--- src/rtl/rstk_pkg.sv ---
package rstk_pkg;

    typedef enum logic [1:0] {
        SEL_OLD_PC = 2'd0,
        SEL_OLD_ST = 2'd1,
        SEL_NEW_PC = 2'd2,
        SEL_NEW_ST = 2'd3
    } rstk_sel_e;

endpackage

--- src/rtl/rstk_store.sv ---
module rstk_store #(
    parameter int DEPTH = 8,
    parameter int W     = 16,
    localparam int IDX_W = $clog2(DEPTH)
) (
    input  logic             clk,
    input  logic             rst_n,
    input  logic             we_pc_i,
    input  logic             we_st_i,
    input  logic [IDX_W-1:0] waddr_i,
    input  logic [W-1:0]     wpc_i,
    input  logic [W-1:0]     wst_i,
    input  logic [IDX_W-1:0] old_idx_i,
    input  logic [IDX_W-1:0] new_idx_i,
    output logic [W-1:0]     old_pc_o,
    output logic [W-1:0]     old_st_o,
    output logic [W-1:0]     new_pc_o,
    output logic [W-1:0]     new_st_o
);

    logic [W-1:0] pc_q [DEPTH];
    logic [W-1:0] st_q [DEPTH];

    for (genvar e = 0; e < DEPTH; e++) begin : g_entry
        logic [W-1:0] pc_d, st_d;
        logic         hit;

        always_comb begin
            hit  = (waddr_i == IDX_W'(e));
            pc_d = pc_q[e];
            st_d = st_q[e];
            if (hit && we_pc_i) pc_d = wpc_i;
            if (hit && we_st_i) st_d = wst_i;
        end

        always_ff @(posedge clk) begin
            if (!rst_n) begin
                pc_q[e] <= '0;
                st_q[e] <= '0;
            end else begin
                pc_q[e] <= pc_d;
                st_q[e] <= st_d;
            end
        end
    end

    assign old_pc_o = pc_q[old_idx_i];
    assign old_st_o = st_q[old_idx_i];
    assign new_pc_o = pc_q[new_idx_i];
    assign new_st_o = st_q[new_idx_i];

endmodule

--- src/rtl/rstk_ctrl.sv ---
module rstk_ctrl
    import rstk_pkg::*;
#(
    parameter int DEPTH     = 8,
    parameter int W         = 16,
    parameter int OVF_LIMIT = DEPTH - 2,
    localparam int IDX_W = $clog2(DEPTH),
    localparam int CNT_W = $clog2(DEPTH + 1)
) (
    input  logic             clk,
    input  logic             rst_n,
    input  logic             call_i,
    input  logic [W-1:0]     call_pc_i,
    input  logic [W-1:0]     call_st_i,
    input  logic             ret_i,
    input  logic             acc_req_i,
    input  logic             acc_wr_i,
    input  logic [1:0]       acc_sel_i,
    input  logic [W-1:0]     acc_wdata_i,
    input  logic             user_mode_i,
    input  logic             busy_i,
    input  logic [W-1:0]     old_pc_i,
    input  logic [W-1:0]     old_st_i,
    input  logic [W-1:0]     new_pc_i,
    input  logic [W-1:0]     new_st_i,
    output logic [IDX_W-1:0] old_idx_o,
    output logic [IDX_W-1:0] new_idx_o,
    output logic [CNT_W-1:0] count_o,
    output logic             we_pc_o,
    output logic             we_st_o,
    output logic [IDX_W-1:0] waddr_o,
    output logic [W-1:0]     wpc_o,
    output logic [W-1:0]     wst_o,
    output logic             acc_go_o,
    output logic [W-1:0]     acc_rdata_o,
    output logic             acc_fault_o,
    output logic             ovf_o,
    output logic             err_o
);

    localparam logic [CNT_W-1:0] LIM  = CNT_W'(OVF_LIMIT);
    localparam logic [IDX_W-1:0] LAST = IDX_W'(DEPTH - 1);

    typedef struct packed {
        logic [IDX_W-1:0] eldest;
        logic [IDX_W-1:0] youngest;
        logic [CNT_W-1:0] count;
        logic             ovf;
        logic             err;
    } ctrl_st_t;

    ctrl_st_t  s_d, s_q;
    rstk_sel_e sel;
    logic      full, empty;

    function automatic logic [IDX_W-1:0] step_up(input logic [IDX_W-1:0] x);
        return (x == LAST) ? '0 : x + 1'b1;
    endfunction

    function automatic logic [IDX_W-1:0] step_dn(input logic [IDX_W-1:0] x);
        return (x == '0) ? LAST : x - 1'b1;
    endfunction

    assign sel   = rstk_sel_e'(acc_sel_i);
    assign full  = (s_q.count >= LIM);
    assign empty = (s_q.count == '0);

    always_comb begin
        s_d         = s_q;
        s_d.ovf     = 1'b0;
        s_d.err     = 1'b0;
        we_pc_o     = 1'b0;
        we_st_o     = 1'b0;
        waddr_o     = s_q.youngest;
        wpc_o       = call_pc_i;
        wst_o       = call_st_i;
        acc_go_o    = 1'b0;
        acc_rdata_o = '0;
        acc_fault_o = 1'b0;

        if (call_i) begin
            if (full) begin
                s_d.ovf = 1'b1;
            end else begin
                s_d.youngest = step_up(s_q.youngest);
                s_d.count    = s_q.count + 1'b1;
                waddr_o      = step_up(s_q.youngest);
                we_pc_o      = 1'b1;
                we_st_o      = 1'b1;
            end
        end else if (ret_i) begin
            if (empty) begin
                s_d.err = 1'b1;
            end else begin
                s_d.youngest = step_dn(s_q.youngest);
                s_d.count    = s_q.count - 1'b1;
            end
        end else if (acc_req_i && !busy_i) begin
            acc_go_o = 1'b1;
            if (user_mode_i && (acc_wr_i || sel == SEL_OLD_PC)) begin
                acc_fault_o = 1'b1;
            end else if (acc_wr_i && sel == SEL_OLD_PC) begin
                if (full) begin
                    s_d.ovf = 1'b1;
                end else begin
                    s_d.eldest = step_dn(s_q.eldest);
                    s_d.count  = s_q.count + 1'b1;
                    waddr_o    = step_dn(s_q.eldest);
                    wpc_o      = acc_wdata_i;
                    wst_o      = '0;
                    we_pc_o    = 1'b1;
                    we_st_o    = 1'b1;
                end
            end else if (empty) begin
                s_d.err = 1'b1;
            end else begin
                unique case (sel)
                    SEL_OLD_PC: begin
                        acc_rdata_o = old_pc_i;
                        s_d.eldest  = step_up(s_q.eldest);
                        s_d.count   = s_q.count - 1'b1;
                    end
                    SEL_OLD_ST: begin
                        waddr_o = s_q.eldest;
                        wst_o   = acc_wdata_i;
                        we_st_o = acc_wr_i;
                        if (!acc_wr_i) acc_rdata_o = old_st_i;
                    end
                    SEL_NEW_PC: begin
                        wpc_o   = acc_wdata_i;
                        we_pc_o = acc_wr_i;
                        if (!acc_wr_i) acc_rdata_o = new_pc_i;
                    end
                    default: begin
                        wst_o   = acc_wdata_i;
                        we_st_o = acc_wr_i;
                        if (!acc_wr_i) acc_rdata_o = new_st_i;
                    end
                endcase
            end
        end
    end

    always_ff @(posedge clk) begin
        if (!rst_n) begin
            s_q.eldest   <= '0;
            s_q.youngest <= LAST;
            s_q.count    <= '0;
            s_q.ovf      <= 1'b0;
            s_q.err      <= 1'b0;
        end else begin
            s_q <= s_d;
        end
    end

    assign old_idx_o = s_q.eldest;
    assign new_idx_o = s_q.youngest;
    assign count_o   = s_q.count;
    assign ovf_o     = s_q.ovf;
    assign err_o     = s_q.err;

    assert_count_cap_R3: assert property (@(posedge clk) disable iff (!rst_n)
        s_q.count <= LIM);

    assert_ptr_link_R12: assert property (@(posedge clk) disable iff (!rst_n)
        int'(s_q.youngest) == (int'(s_q.eldest) + int'(s_q.count) + DEPTH - 1) % DEPTH);

    assert_refuse_call_R3: assert property (@(posedge clk) disable iff (!rst_n)
        (call_i && full) |=> (ovf_o && $stable(count_o)));

    assert_empty_ret_R4: assert property (@(posedge clk) disable iff (!rst_n)
        (!call_i && ret_i && empty) |=> (err_o && count_o == '0));

    assert_user_write_R10: assert property (@(posedge clk) disable iff (!rst_n)
        (acc_go_o && user_mode_i && acc_wr_i) |=>
            ($stable(count_o) && $stable(old_idx_o) && $stable(new_idx_o)));

endmodule

--- src/rtl/rstk_lat.sv ---
module rstk_lat #(
    parameter int W     = 16,
    parameter int EXTRA = 4,
    localparam int CW = $clog2(EXTRA + 1)
) (
    input  logic         clk,
    input  logic         rst_n,
    input  logic         go_i,
    input  logic [W-1:0] rdata_i,
    input  logic         fault_i,
    output logic         busy_o,
    output logic         done_o,
    output logic [W-1:0] rdata_o,
    output logic         fault_o
);

    typedef struct packed {
        logic [CW-1:0] cnt;
        logic [W-1:0]  rdata;
        logic          fault;
    } lat_st_t;

    lat_st_t l_d, l_q;

    always_comb begin
        l_d = l_q;
        if (go_i) begin
            l_d.cnt   = CW'(EXTRA);
            l_d.rdata = rdata_i;
            l_d.fault = fault_i;
        end else if (l_q.cnt != '0) begin
            l_d.cnt = l_q.cnt - 1'b1;
        end
    end

    always_ff @(posedge clk) begin
        if (!rst_n) l_q <= '0;
        else        l_q <= l_d;
    end

    assign busy_o  = (l_q.cnt != '0);
    assign done_o  = (l_q.cnt == CW'(1));
    assign rdata_o = done_o ? l_q.rdata : '0;
    assign fault_o = done_o & l_q.fault;

    assert_single_grant_R5: assert property (@(posedge clk) disable iff (!rst_n)
        go_i |-> !busy_o);

    assert_done_pulse_R11: assert property (@(posedge clk) disable iff (!rst_n)
        done_o |=> !done_o);

endmodule

--- src/rtl/ret_addr_stack.sv ---
module ret_addr_stack #(
    parameter int DEPTH     = 8,
    parameter int W         = 16,
    parameter int OVF_LIMIT = DEPTH - 2,
    parameter int ACC_EXTRA = 4,
    localparam int IDX_W = $clog2(DEPTH),
    localparam int CNT_W = $clog2(DEPTH + 1)
) (
    input  logic             clk,
    input  logic             rst_n,
    input  logic             call_i,
    input  logic [W-1:0]     call_pc_i,
    input  logic [W-1:0]     call_st_i,
    input  logic             ret_i,
    input  logic             acc_req_i,
    input  logic             acc_wr_i,
    input  logic [1:0]       acc_sel_i,
    input  logic [W-1:0]     acc_wdata_i,
    input  logic             user_mode_i,
    output logic [W-1:0]     ret_pc_o,
    output logic [W-1:0]     ret_st_o,
    output logic [CNT_W-1:0] depth_o,
    output logic             ovf_trap_o,
    output logic             stk_err_o,
    output logic             acc_busy_o,
    output logic             acc_done_o,
    output logic [W-1:0]     acc_rdata_o,
    output logic             acc_fault_o
);

    logic [IDX_W-1:0] old_idx, new_idx, waddr;
    logic [W-1:0]     old_pc, old_st, new_pc, new_st, wpc, wst, rd_now;
    logic             we_pc, we_st, go, fault_now;

    rstk_store #(.DEPTH(DEPTH), .W(W)) u_store (
        .clk(clk), .rst_n(rst_n),
        .we_pc_i(we_pc), .we_st_i(we_st), .waddr_i(waddr),
        .wpc_i(wpc), .wst_i(wst),
        .old_idx_i(old_idx), .new_idx_i(new_idx),
        .old_pc_o(old_pc), .old_st_o(old_st),
        .new_pc_o(new_pc), .new_st_o(new_st)
    );

    rstk_ctrl #(.DEPTH(DEPTH), .W(W), .OVF_LIMIT(OVF_LIMIT)) u_ctrl (
        .clk(clk), .rst_n(rst_n),
        .call_i(call_i), .call_pc_i(call_pc_i), .call_st_i(call_st_i),
        .ret_i(ret_i),
        .acc_req_i(acc_req_i), .acc_wr_i(acc_wr_i), .acc_sel_i(acc_sel_i),
        .acc_wdata_i(acc_wdata_i), .user_mode_i(user_mode_i),
        .busy_i(acc_busy_o),
        .old_pc_i(old_pc), .old_st_i(old_st), .new_pc_i(new_pc), .new_st_i(new_st),
        .old_idx_o(old_idx), .new_idx_o(new_idx), .count_o(depth_o),
        .we_pc_o(we_pc), .we_st_o(we_st), .waddr_o(waddr),
        .wpc_o(wpc), .wst_o(wst),
        .acc_go_o(go), .acc_rdata_o(rd_now), .acc_fault_o(fault_now),
        .ovf_o(ovf_trap_o), .err_o(stk_err_o)
    );

    rstk_lat #(.W(W), .EXTRA(ACC_EXTRA)) u_lat (
        .clk(clk), .rst_n(rst_n),
        .go_i(go), .rdata_i(rd_now), .fault_i(fault_now),
        .busy_o(acc_busy_o), .done_o(acc_done_o),
        .rdata_o(acc_rdata_o), .fault_o(acc_fault_o)
    );

    assign ret_pc_o = (depth_o == '0) ? '0 : new_pc;
    assign ret_st_o = (depth_o == '0) ? '0 : new_st;

endmodule

--- config.mk ---
export PLATFORM = sky130hd
export DESIGN_NAME = ret_addr_stack
export DESIGN_NICKNAME = d
export VERILOG_FILES = /design/src/rtl/rstk_pkg.sv /design/src/rtl/rstk_store.sv /design/src/rtl/rstk_ctrl.sv /design/src/rtl/rstk_lat.sv /design/src/rtl/ret_addr_stack.sv
export SDC_FILE = /design/constraint.sdc
export NUM_CORES = 1
export LEC_CHECK = 0
export BUFFER_PORTS_ARGS = -buffer_cell sky130_fd_sc_hd__buf_2
export CAP_MARGIN = 20
export CORE_ASPECT_RATIO = 1.2
export CORE_MARGIN = 2
export CORE_UTILIZATION = 50
export CTS_BUF_LIST = sky130_fd_sc_hd__clkbuf_8
export CTS_CLUSTER_DIAMETER = 40
export DETAILED_ROUTE_END_ITERATION = 8
export PLACE_DENSITY = 0.8
export SYNTH_ARGS = -nofsm -noshare
export SYNTH_HDL_FRONTEND = slang
export SYNTH_SLANG_ARGS = --single-unit
--- constraint.sdc ---
create_clock -name clk -period 3.8 [get_ports clk]
set_input_delay 0.38 -clock clk [delete_from_list [all_inputs] [get_ports clk]]
set_output_delay 0.38 -clock clk [all_outputs]
set_load 0.1 [all_outputs]
# Yosys cells after proc, flatten, opt, wreduce, memory -nomap -nowiden
# Memories as Yosys holds them, arrays and structs flattened. A register that Yosys moved wholly into a read port is not among the register bits.
# Cells that the tools add are included.
# totals
ramBits	256
out_inout_bits	57
in_bits	57
memories	2
reg_bits	32
wordCells	259
# memory_table
name	depth	word_bits	read_ports	rd_clocked_by_memory_dff	write_ports	line_no	source
u_store.pc_q	8	16	2	2	8	rstk_store.sv:21	logic [W-1:0] pc_q [DEPTH];
u_store.st_q	8	16	2	2	8	rstk_store.sv:22	logic [W-1:0] st_q [DEPTH];
# op_classes
reduce_logical	54
mux	129
n_bitwise	21
n_addsub	7
n_lt_le_gt_ge	1
n_eq_ne	36
# op_table
cell	count
16-bit 2-to-1 mux	60
3-bit 2-to-1 mux	28
16-bit one-hot mux with 3 select lines	1
2-bit AND reduction	16
1-bit 2-to-1 mux	30
4-bit 2-to-1 mux	5
1-bit logical AND	19
3-bit == test, second input constant	6
1-bit != test, second input constant	16
1-bit OR	16
7-bit 2-to-1 mux	2
7-bit AND reduction	2
6-bit 2-to-1 mux	2
3-bit != test, second input constant	4
3-bit zero test	3
3-bit by 1-bit subtractor with 3-bit output, second input constant	3
8-bit 2-to-1 mux	1
2-bit != test, second input constant	4
3-bit by 1-bit adder with 3-bit output, second input constant	2
3-bit by 1-bit == test with 1-bit output, second input constant	2
3-bit by 2-bit == test with 1-bit output, second input constant	2
2-bit nonzero test	3
3-bit nonzero test	2
2-bit OR reduction	3
13 further kinds	16

# Logic depth before layout (Yosys ltp)
# Gate-level depths: netlist (run 1).
# depth
depth_word	13
ltp_mapped	12
ltp_nobuf	8

# Cells and area by module
# From an unflattened synthesis (run 1), not the netlist that was laid out.
# unflattened
cells_unflattened	1296
hier_area_um2	17095.1
# by_module_without_submodules
mod	seq_area_each_um2	cells_per_inst	instances	area_each_um2
rstk_store	7687.4	860	1	13628.1
rstk_ctrl	240.2	300	1	2064.5
rstk_lat	400.4	92	1	963.4
ret_addr_stack	0.0	44	1	439.2

# Least setup slack after synthesis (run 1)
# OpenSTA, ideal clock, no wires.
# synth_path
path_type	register -> register
start	register u_ctrl.s_q (netlist bit u_ctrl.count_o[0])
end	memory u_store.st_q[4][0] (enable)
arrival_ns	3.888
path_buffers	1
setup_ns	0.411
period_less_slack_ns	4.299
t_required_ns	3.389
stages_incl_launch_ff	10
slack_ns	-0.499
cell_sequence	dfxtp_1 -> inv_1 -> ha_1 -> o21ai_0 -> nand2b_1 -> clkbuf_1 -> o211ai_1 -> nand3_1 -> or2_2 -> o21ai_0
# synth_lines
item	line_no	source
from (decl)	rstk_ctrl.sv:52	ctrl_st_t s_d, s_q;
to (decl)	rstk_store.sv:22	

==> out/summary.md, run 1 <==
## Clock network
- 294 — number of sinks handled by clock tree synthesis
- 3 — buffer depth of the longest clock path
- clkbuf_8 — clock root cell
- done — CTS tree
- 0.06 ns — Worst-path clk slew
- 47 — clock buffer count from CTS
- 0 — post-CTS repair timing setup buffer count
- 0 — hold buffer count at cts
- 0.59 ns — Clk Latency, worst-skew pair
- 2 — maximum level of the CTS H-tree
- 0 — number of cells upsized or downsized after cts

## Timing
- 0.986 ns — worst slew pin tran
- 0 ns — sum of negative setup slack
- 34.3% — worst max-slew margin expressed relative to the limit
- 0 — number of max-slew violations in the final report
- 0.0265 ns — worst setup skew after layout
- 0 — final hold violations
- false — unrepaired setup endpoints after global routing
- 3.48 ns — clock period minus worst slack
- 91.7% — period utilization
- 0 — Setup-failing EPs final
- 287 MHz — highest attainable clock frequency

## Global route
- 12200 — vias in the first global route
- 0 — total gr overflow
- 0 — number of antenna violations at the first check in global routing
- 72700 µm — wire length of the first global-routing pass
- 29.7% — combined global-route utilization of all metal layers
- 69 — largest net degree at the start of global routing

## Layout
- 2470 — Filler Cells Inserted
- 0 — Inserted Diodes
- 12.9% — area added between synthesis and finish
- 30.7% — fraction of layout instances using a drive strength above 1
- 8460 µm² — storage element area
- 1435 — layout net count
- 1802 — Final Instance Count excl. Fillers
- 7030 µm² — multi-input gate area in the final layout

## Yosys
- 16000 µm² — mapped cell area
- edfxtp_1 — commonest register cell after synthesis
- 0% — async set or reset register ratio after synthesis
- 0.219% — xor-xnor portion of the synthesized cell area
- multiplexers — dominant combinational cell family by area after synthesis
- 23.6% — multiplexer share of the synthesized area
- 1312 — nets in the synthesized netlist
- edfxtp_1 — most area-hungry cell type in the Yosys netlist
- 61 — Unique masters post-synth
- 294 — number of flip-flops and latches in the synthesized netlist
- 6.00% — complex-gate fraction of the synthesized area
- 1241 — Post-Syn Instances
- edfxtp_1 (48%), mux4_2 (20%), nor2_1 (7.0%), dfxtp_1 (4.8%), mux2i_1 (2.1%) — cell types with the largest area share after synthesis
- 0 — synthesis warning total
- 1.09% — adder-cell share of the synthesized area
- 12.9 µm² — Avg Synthesized Cell Area
- 12.9% — post-synthesis simple-gate area fraction
- 52.8% — part of the Yosys area used for sequential elements
- 256 — EDFF count, synth
- 48.0% — share of the synthesized area in the top cell type

## Route
- 11900 — vias after detailed routing
- 0 — number of routed nets with antenna violations
- 27.2 µm — final routed wire length divided by cell count
- 6.61 — Via-to-Cell Ratio
- 49000 µm — WL final
- 7 — number of optimization iterations in the first detailed-route pass
- 15 — number of remaining DRC errors
- 1585 — drt first-iter violations

## Worst setup path
- 25 — maximum fanout count along the critical path
- flip-flop — element type at the critical path start
- 3.42 ns — worst endpoint required time
- 9 — depth of the most critical reg-to-reg path
- flip-flop to output port — WS Path Type
- 3.10 ns — data arrival time of the critical path
- output port — crit end category

## Run
- 0 — max_cap viols

## Placed design
- 0.997 — routability congestion estimate from global placement
- 113 — IO buf count
- 33700 µm — HPWL reported at the end of detailed placement
- 1716 — Cell Count Post-Placement

## Floorplanning
- 31400 µm² — core area
- 167 µm — Die X-Extent
- 71 — Rows
- 50.9% — Starting Density
- 33500 µm² — area of the die
- 114 — IO Count
- 200 µm — die boundary height

## Status
- finished with violations — run status
- DRC — violated checks

## Hold path
- 3 — hold path depth
- input port to flip-flop — worst min-delay path class

## Pwr
- 6.73 nW — static leakage
- 569 nW/µm² — power density over cell area
- 0.538 mV — peak supply drop

-- final timing paths --
kind,slack (ns),endpoint,from
setup / recovery,0.32,ret_pc_o[3],flip-flop
hold / removal,0.22,u_lat.l_q[0],user_mode_i
setup reg to reg,0.59,u_store.st_q[5][3],u_ctrl.count_o[1]
hold reg to reg,0.46,u_lat.l_q[14],u_lat.l_q[14]
-- area by class of cell --
cell class	instances	share of cell area (%)
Tap cell	401	2.78
Timing Repair Buffer	170	5.91
Clock inverter	37	1.25
Sequential cell	294	46.8
Clock buffer	49	3.73
Multi-Input combinational cell	823	38.9
Inverter	28	0.582
-- Yosys cell counts (5+ instances only) --
| cell | count |
|---|---|
| buf_2 | 29 |
| clkbuf_1 | 49 |
| mux4_2 | 144 |
| nand2b_1 | 8 |
| o21a_1 | 6 |
| edfxtp_1 | 256 |
| nor2_2 | 10 |
| nor2_1 | 300 |
| mux2_2 | 18 |
| o21ai_0 | 38 |
| nand4_1 | 5 |
| o211ai_1 | 9 |
| nand3_1 | 41 |
| dfxtp_1 | 38 |
| nor3_1 | 5 |
| and2_1 | 18 |
| ha_1 | 14 |
| and3_1 | 5 |
| a21oi_1 | 20 |
| o22ai_1 | 17 |
| mux2i_1 | 34 |
| inv_1 | 28 |
| buf_1 | 11 |
| nand2_1 | 53 |
| buf_6 | 5 |
| a22o_1 | 16 |
-- critical path: stages, from the launching register on --
cell,delay (ns)
dfxtp_4,0.56
buf_12,0.29
buf_12,0.24
mux4_2,0.53
mux2i_1,0.46
nor2_1,0.09
buf_2,0.31
-- state kept, by name, indices dropped and copies added (netlist names), named ones only --
name	count
u_ctrl.count_o	4
u_ctrl.err_o	1
u_ctrl.new_idx_o	3
u_ctrl.old_idx_o	3
u_ctrl.ovf_o	1
u_lat.l_q	20
u_store.pc_q	128
u_store.st_q	128
-- metal layers --
layer  up-vias  wire length [µm]  track usage (%)
met5         -                 0                0
met2       970             23400             49.7
li1       4967                 -                -
met4         0              3090             17.7
met3       155              5970             6.31
met1      5820             16500             35.8
-- report_power, final --
group          total, mW  internal, mW  switching, mW
Clock               2.66          1.35           1.31
Sequential          4.15          3.89          0.260
Combinational       3.47         0.994           2.48
-- stage by stage --
step                      util [%]  power, mW  hold slack [ns]  area, µm²  setup WS, ns
final                         57.5       10.3            0.223      18100         0.316
after floorplan                  -       6.64            0.430      16000        -0.125
after CTS                     57.5       10.2            0.204      18100         0.320
after global routing          57.5       10.6            0.255      18100         0.193
after global placement        54.6       7.54            0.443      17200         0.695
after detailed placement      54.6       7.61            0.448      17200         0.655
-- cell families (layout without fill, tap and decap cells) --
logic type | Yosys count | after routing
XOR/XNOR | 4 | 4
multiplexers | 196 | 196
adder cells (fa/ha/maj) | 14 | 14
AND/OR/NAND/NOR | 468 | 468
flip-flops | 294 | 294
buffers and inverters | 124 | 284
AO/OA/AOI/OAI | 141 | 141
-- layout by cell type, fill, tap and decap left out, types with 10 or more instances in the layout --
cell / count
a21oi_1: 20
a22o_1: 16
and2_1: 18
buf_2: 113
buf_4: 51
clkbuf_8: 49
clkinv_1: 10
clkinv_2: 10
dfxtp_1: 32
edfxtp_1: 256
ha_1: 14
inv_1: 38
mux2_2: 18
mux2i_1: 34
mux4_2: 144
nand2_1: 53
nand3_1: 41
nor2_1: 300
nor2_2: 10
o21ai_0: 30
o22ai_1: 17
No activity file was read; power rests on OpenSTA's default activity.
==> run 2: changes to the inputs <==
--- a/config.mk
+++ b/config.mk
@@ -14,6 +14,7 @@
 export CTS_CLUSTER_DIAMETER = 40
 export DETAILED_ROUTE_END_ITERATION = 8
 export PLACE_DENSITY = 0.8
+export REMOVE_ABC_BUFFERS = 1
 export SYNTH_ARGS = -nofsm -noshare
 export SYNTH_HDL_FRONTEND = slang
 export SYNTH_SLANG_ARGS = --single-unit
==> run 2 against run 1 <==
  * The flow still finishes with violations (DRC)
  * Critical endpoint is now ret_pc_o[0]
  * Maximum frequency is 0.30% higher
  * Wire length is 2.7% higher
  * Register-to-register slack worse by 0.23 ns
  * First-iteration DRC count is 3.8% higher
  * Worst setup slack better by 0.011 ns
  * Die area stayed put
  * Sequential power hardly changed
  * Non-clock buffer count is 3 lower
  * Clock power is 11% higher
  * Utilization is 0.65 points higher
  * Global-route usage is 0.69 points higher
  * Worst hold slack worse by 0.030 ns
==> out/summary.md, run 2 (synthesized netlist as in run 1, its figures left out) <==
## Placed design
- 17200 µm² — post-place instance area, +0.31%
- 1713 — Cell Count Post-Placement, -0.17%
- 34100 µm — HPWL reported at the end of detailed placement, +1.3%
- 113 — IO buf count, unchanged
- 0.494 ns — placement-stage worst setup slack, -0.161 ns
- 0.937 — routability congestion estimate from global placement, -5.9%

## Layout
- 18300 µm² — final instance area, +1.1%
- 2480 — Filler Cells Inserted, +0.40%
- nor2_1 (300), edfxtp_1 (256), mux4_2 (144) — commonest cells after routing, fill and taps aside
- 58.1% — Final Util, +0.65 points
- 31.0% — fraction of layout instances using a drive strength above 1, +0.30 points
- nor2_1 — leading cell type in the layout, fill and taps excluded
- 14.1% — area added between synthesis and finish
- 1808 — Final Instance Count excl. Fillers, +0.33%
- 1437 — layout net count, +0.14%
- u_store.pc_q: 128 flops, u_store.st_q: 128 flops, u_lat.l_q: 20 flops — registers with the highest flip-flop counts
- 0 — Inserted Diodes, unchanged

## Floorplanning
- 33500 µm² — area of the die, unchanged
- 200 µm — die boundary height, unchanged
- 114 — IO Count, unchanged
- 71 — Rows, unchanged
- 31400 µm² — core area, unchanged
- 167 µm — Die X-Extent, unchanged
- 50.9% — Starting Density, unchanged

## Worst setup path
- u_ctrl.count_o[1] — r2r startpoint
- 10 — depth of the most critical reg-to-reg path, +1
- output port — crit end category
- 3.09 ns — data arrival time of the critical path, about the same
- 3.42 ns — worst endpoint required time, about the same
- flip-flop to output port — WS Path Type
- u_store.pc_q[3][11] — end of the worst register-to-register path
- 0.69 ns — Worst path max stage delay, +0.13 ns
- flip-flop — element type at the critical path start
- 0.36 ns — internal reg-to-reg setup slack, -0.23 ns
- 24 — maximum fanout count along the critical path, -4.0%
- dfxtp_4 — cell with the biggest individual delay on the critical path
- buf_4 > mux4_2 > mux2i_1 > nor2_1 > buf_2 — worst path cell trace

## Global route
- 11700 — vias in the first global route, -3.4%
- 65 — largest net degree at the start of global routing, -5.8%
- 30.3% — combined global-route utilization of all metal layers, +0.69 points
- 1 — number of antenna violations at the first check in global routing, +1
- 0 — total gr overflow, unchanged
- 73900 µm — wire length of the first global-routing pass, +1.5%

## Clock network
- 0 — hold buffer count at cts, unchanged
- clkbuf_8 — clock root cell
- 0 — post-CTS repair timing setup buffer count, unchanged
- 294 — number of sinks handled by clock tree synthesis, unchanged
- 52 — clock buffer count from CTS, +11%
- 3 — buffer depth of the longest clock path, unchanged
- 0.63 ns — Clk Latency, worst-skew pair, +0.04 ns
- 0.06 ns — Worst-path clk slew, about the same
- 2 — maximum level of the CTS H-tree, unchanged
- 0 — number of cells upsized or downsized after cts, unchanged
- done — CTS tree

## Hold path
- input port to flip-flop — worst min-delay path class
- user_mode_i — Hold Path Origin
- u_lat.l_q[0] — WHS Endpoint
- 3 — hold path depth, unchanged

## Timing
- 288 MHz — highest attainable clock frequency, +0.30%
- 0.0367 ns — worst setup skew after layout, +0.0102 ns
- 0 — Setup-failing EPs final, unchanged
- 0.326 ns — slack of the critical path, +0.0106 ns
- 91.4% — period utilization, -0.28 points
- 3.47 ns — clock period minus worst slack, -0.0106 ns
- false — unrepaired setup endpoints after global routing
- 0 — number of max-slew violations in the final report, unchanged
- 0.193 ns — worst hold slack, -0.0300 ns
- 1.06 ns — worst slew pin tran, +0.0750 ns
- 0 — final hold violations, unchanged
- 29.3% — worst max-slew margin expressed relative to the limit, -5.0 points

## Pwr
- 0.575 mV — peak supply drop, +6.8%
- 6.83 nW — static leakage, +1.5%
- 584 nW/µm² — power density over cell area, +2.6%

## Run
- 0 — max_cap viols, unchanged

## Route
- 7 — number of optimization iterations in the first detailed-route pass, unchanged
- 0 — number of routed nets with antenna violations, unchanged
- 12100 — vias after detailed routing, +1.2%
- 7 — number of remaining DRC errors, -8
- 27.8 µm — final routed wire length divided by cell count, +2.4%
- 6.67 — Via-to-Cell Ratio, +0.87%
- 50300 µm — WL final, +2.7%
- 1645 — drt first-iter violations, +3.8%

## Status
- finished with violations — run status
- DRC — violated checks

## run 2: area by class of cell
type	count	area [µm²]	share of cell area (%)
Inverter	28	105	0.575
Clock inverter	34	211	1.16
Timing Repair Buffer	167	1090	5.94
Sequential cell	294	8460	46.3
Multi-Input combinational cell	823	7070	38.7
Tap cell	401	502	2.75
Clock buffer	61	840	4.59
## run 2: routing by layer
layer / vias to the layer above / track usage [%] / routed length (µm)
li1: 4963 / - / -
met1: 5785 / 36.3 / 16200
met2: 1083 / 49.2 / 23500
met3: 223 / 7.75 / 6570
met4: 2 / 20.4 / 3960
met5: - / 0 / 9
## run 2: power by group
group          total, mW  switching [mW]  internal [mW]
clock               2.96            1.36           1.60
sequential          4.14           0.249           3.89
combinational       3.56            2.55           1.01
## run 2: per-stage QoR
step	power [mW]	setup TNS [ns]
global placement	7.59	0
CTS	10.6	0
finish	10.7	0
global route	10.9	0
floorplan	6.54	-358.81
detailed placement	7.67	0
## run 2: worst max path at each step
stage	to	depth (start not counted)
finish	ret_pc_o[0]	5
global route	u_store.pc_q[3][11]	10
CTS	ret_st_o[7]	5
detailed placement	u_store.pc_q[2][5]	10
global placement	u_store.pc_q[2][5]	10
floorplan	u_store.st_q[4][0]	8
## run 2: worst max-delay path: cells and delay by family, from the launching register on
family	cells	cell delay [ns]
flops	1	0.69
buf+inv	2	0.68
mux	2	1.02
simple gates	1	0.08
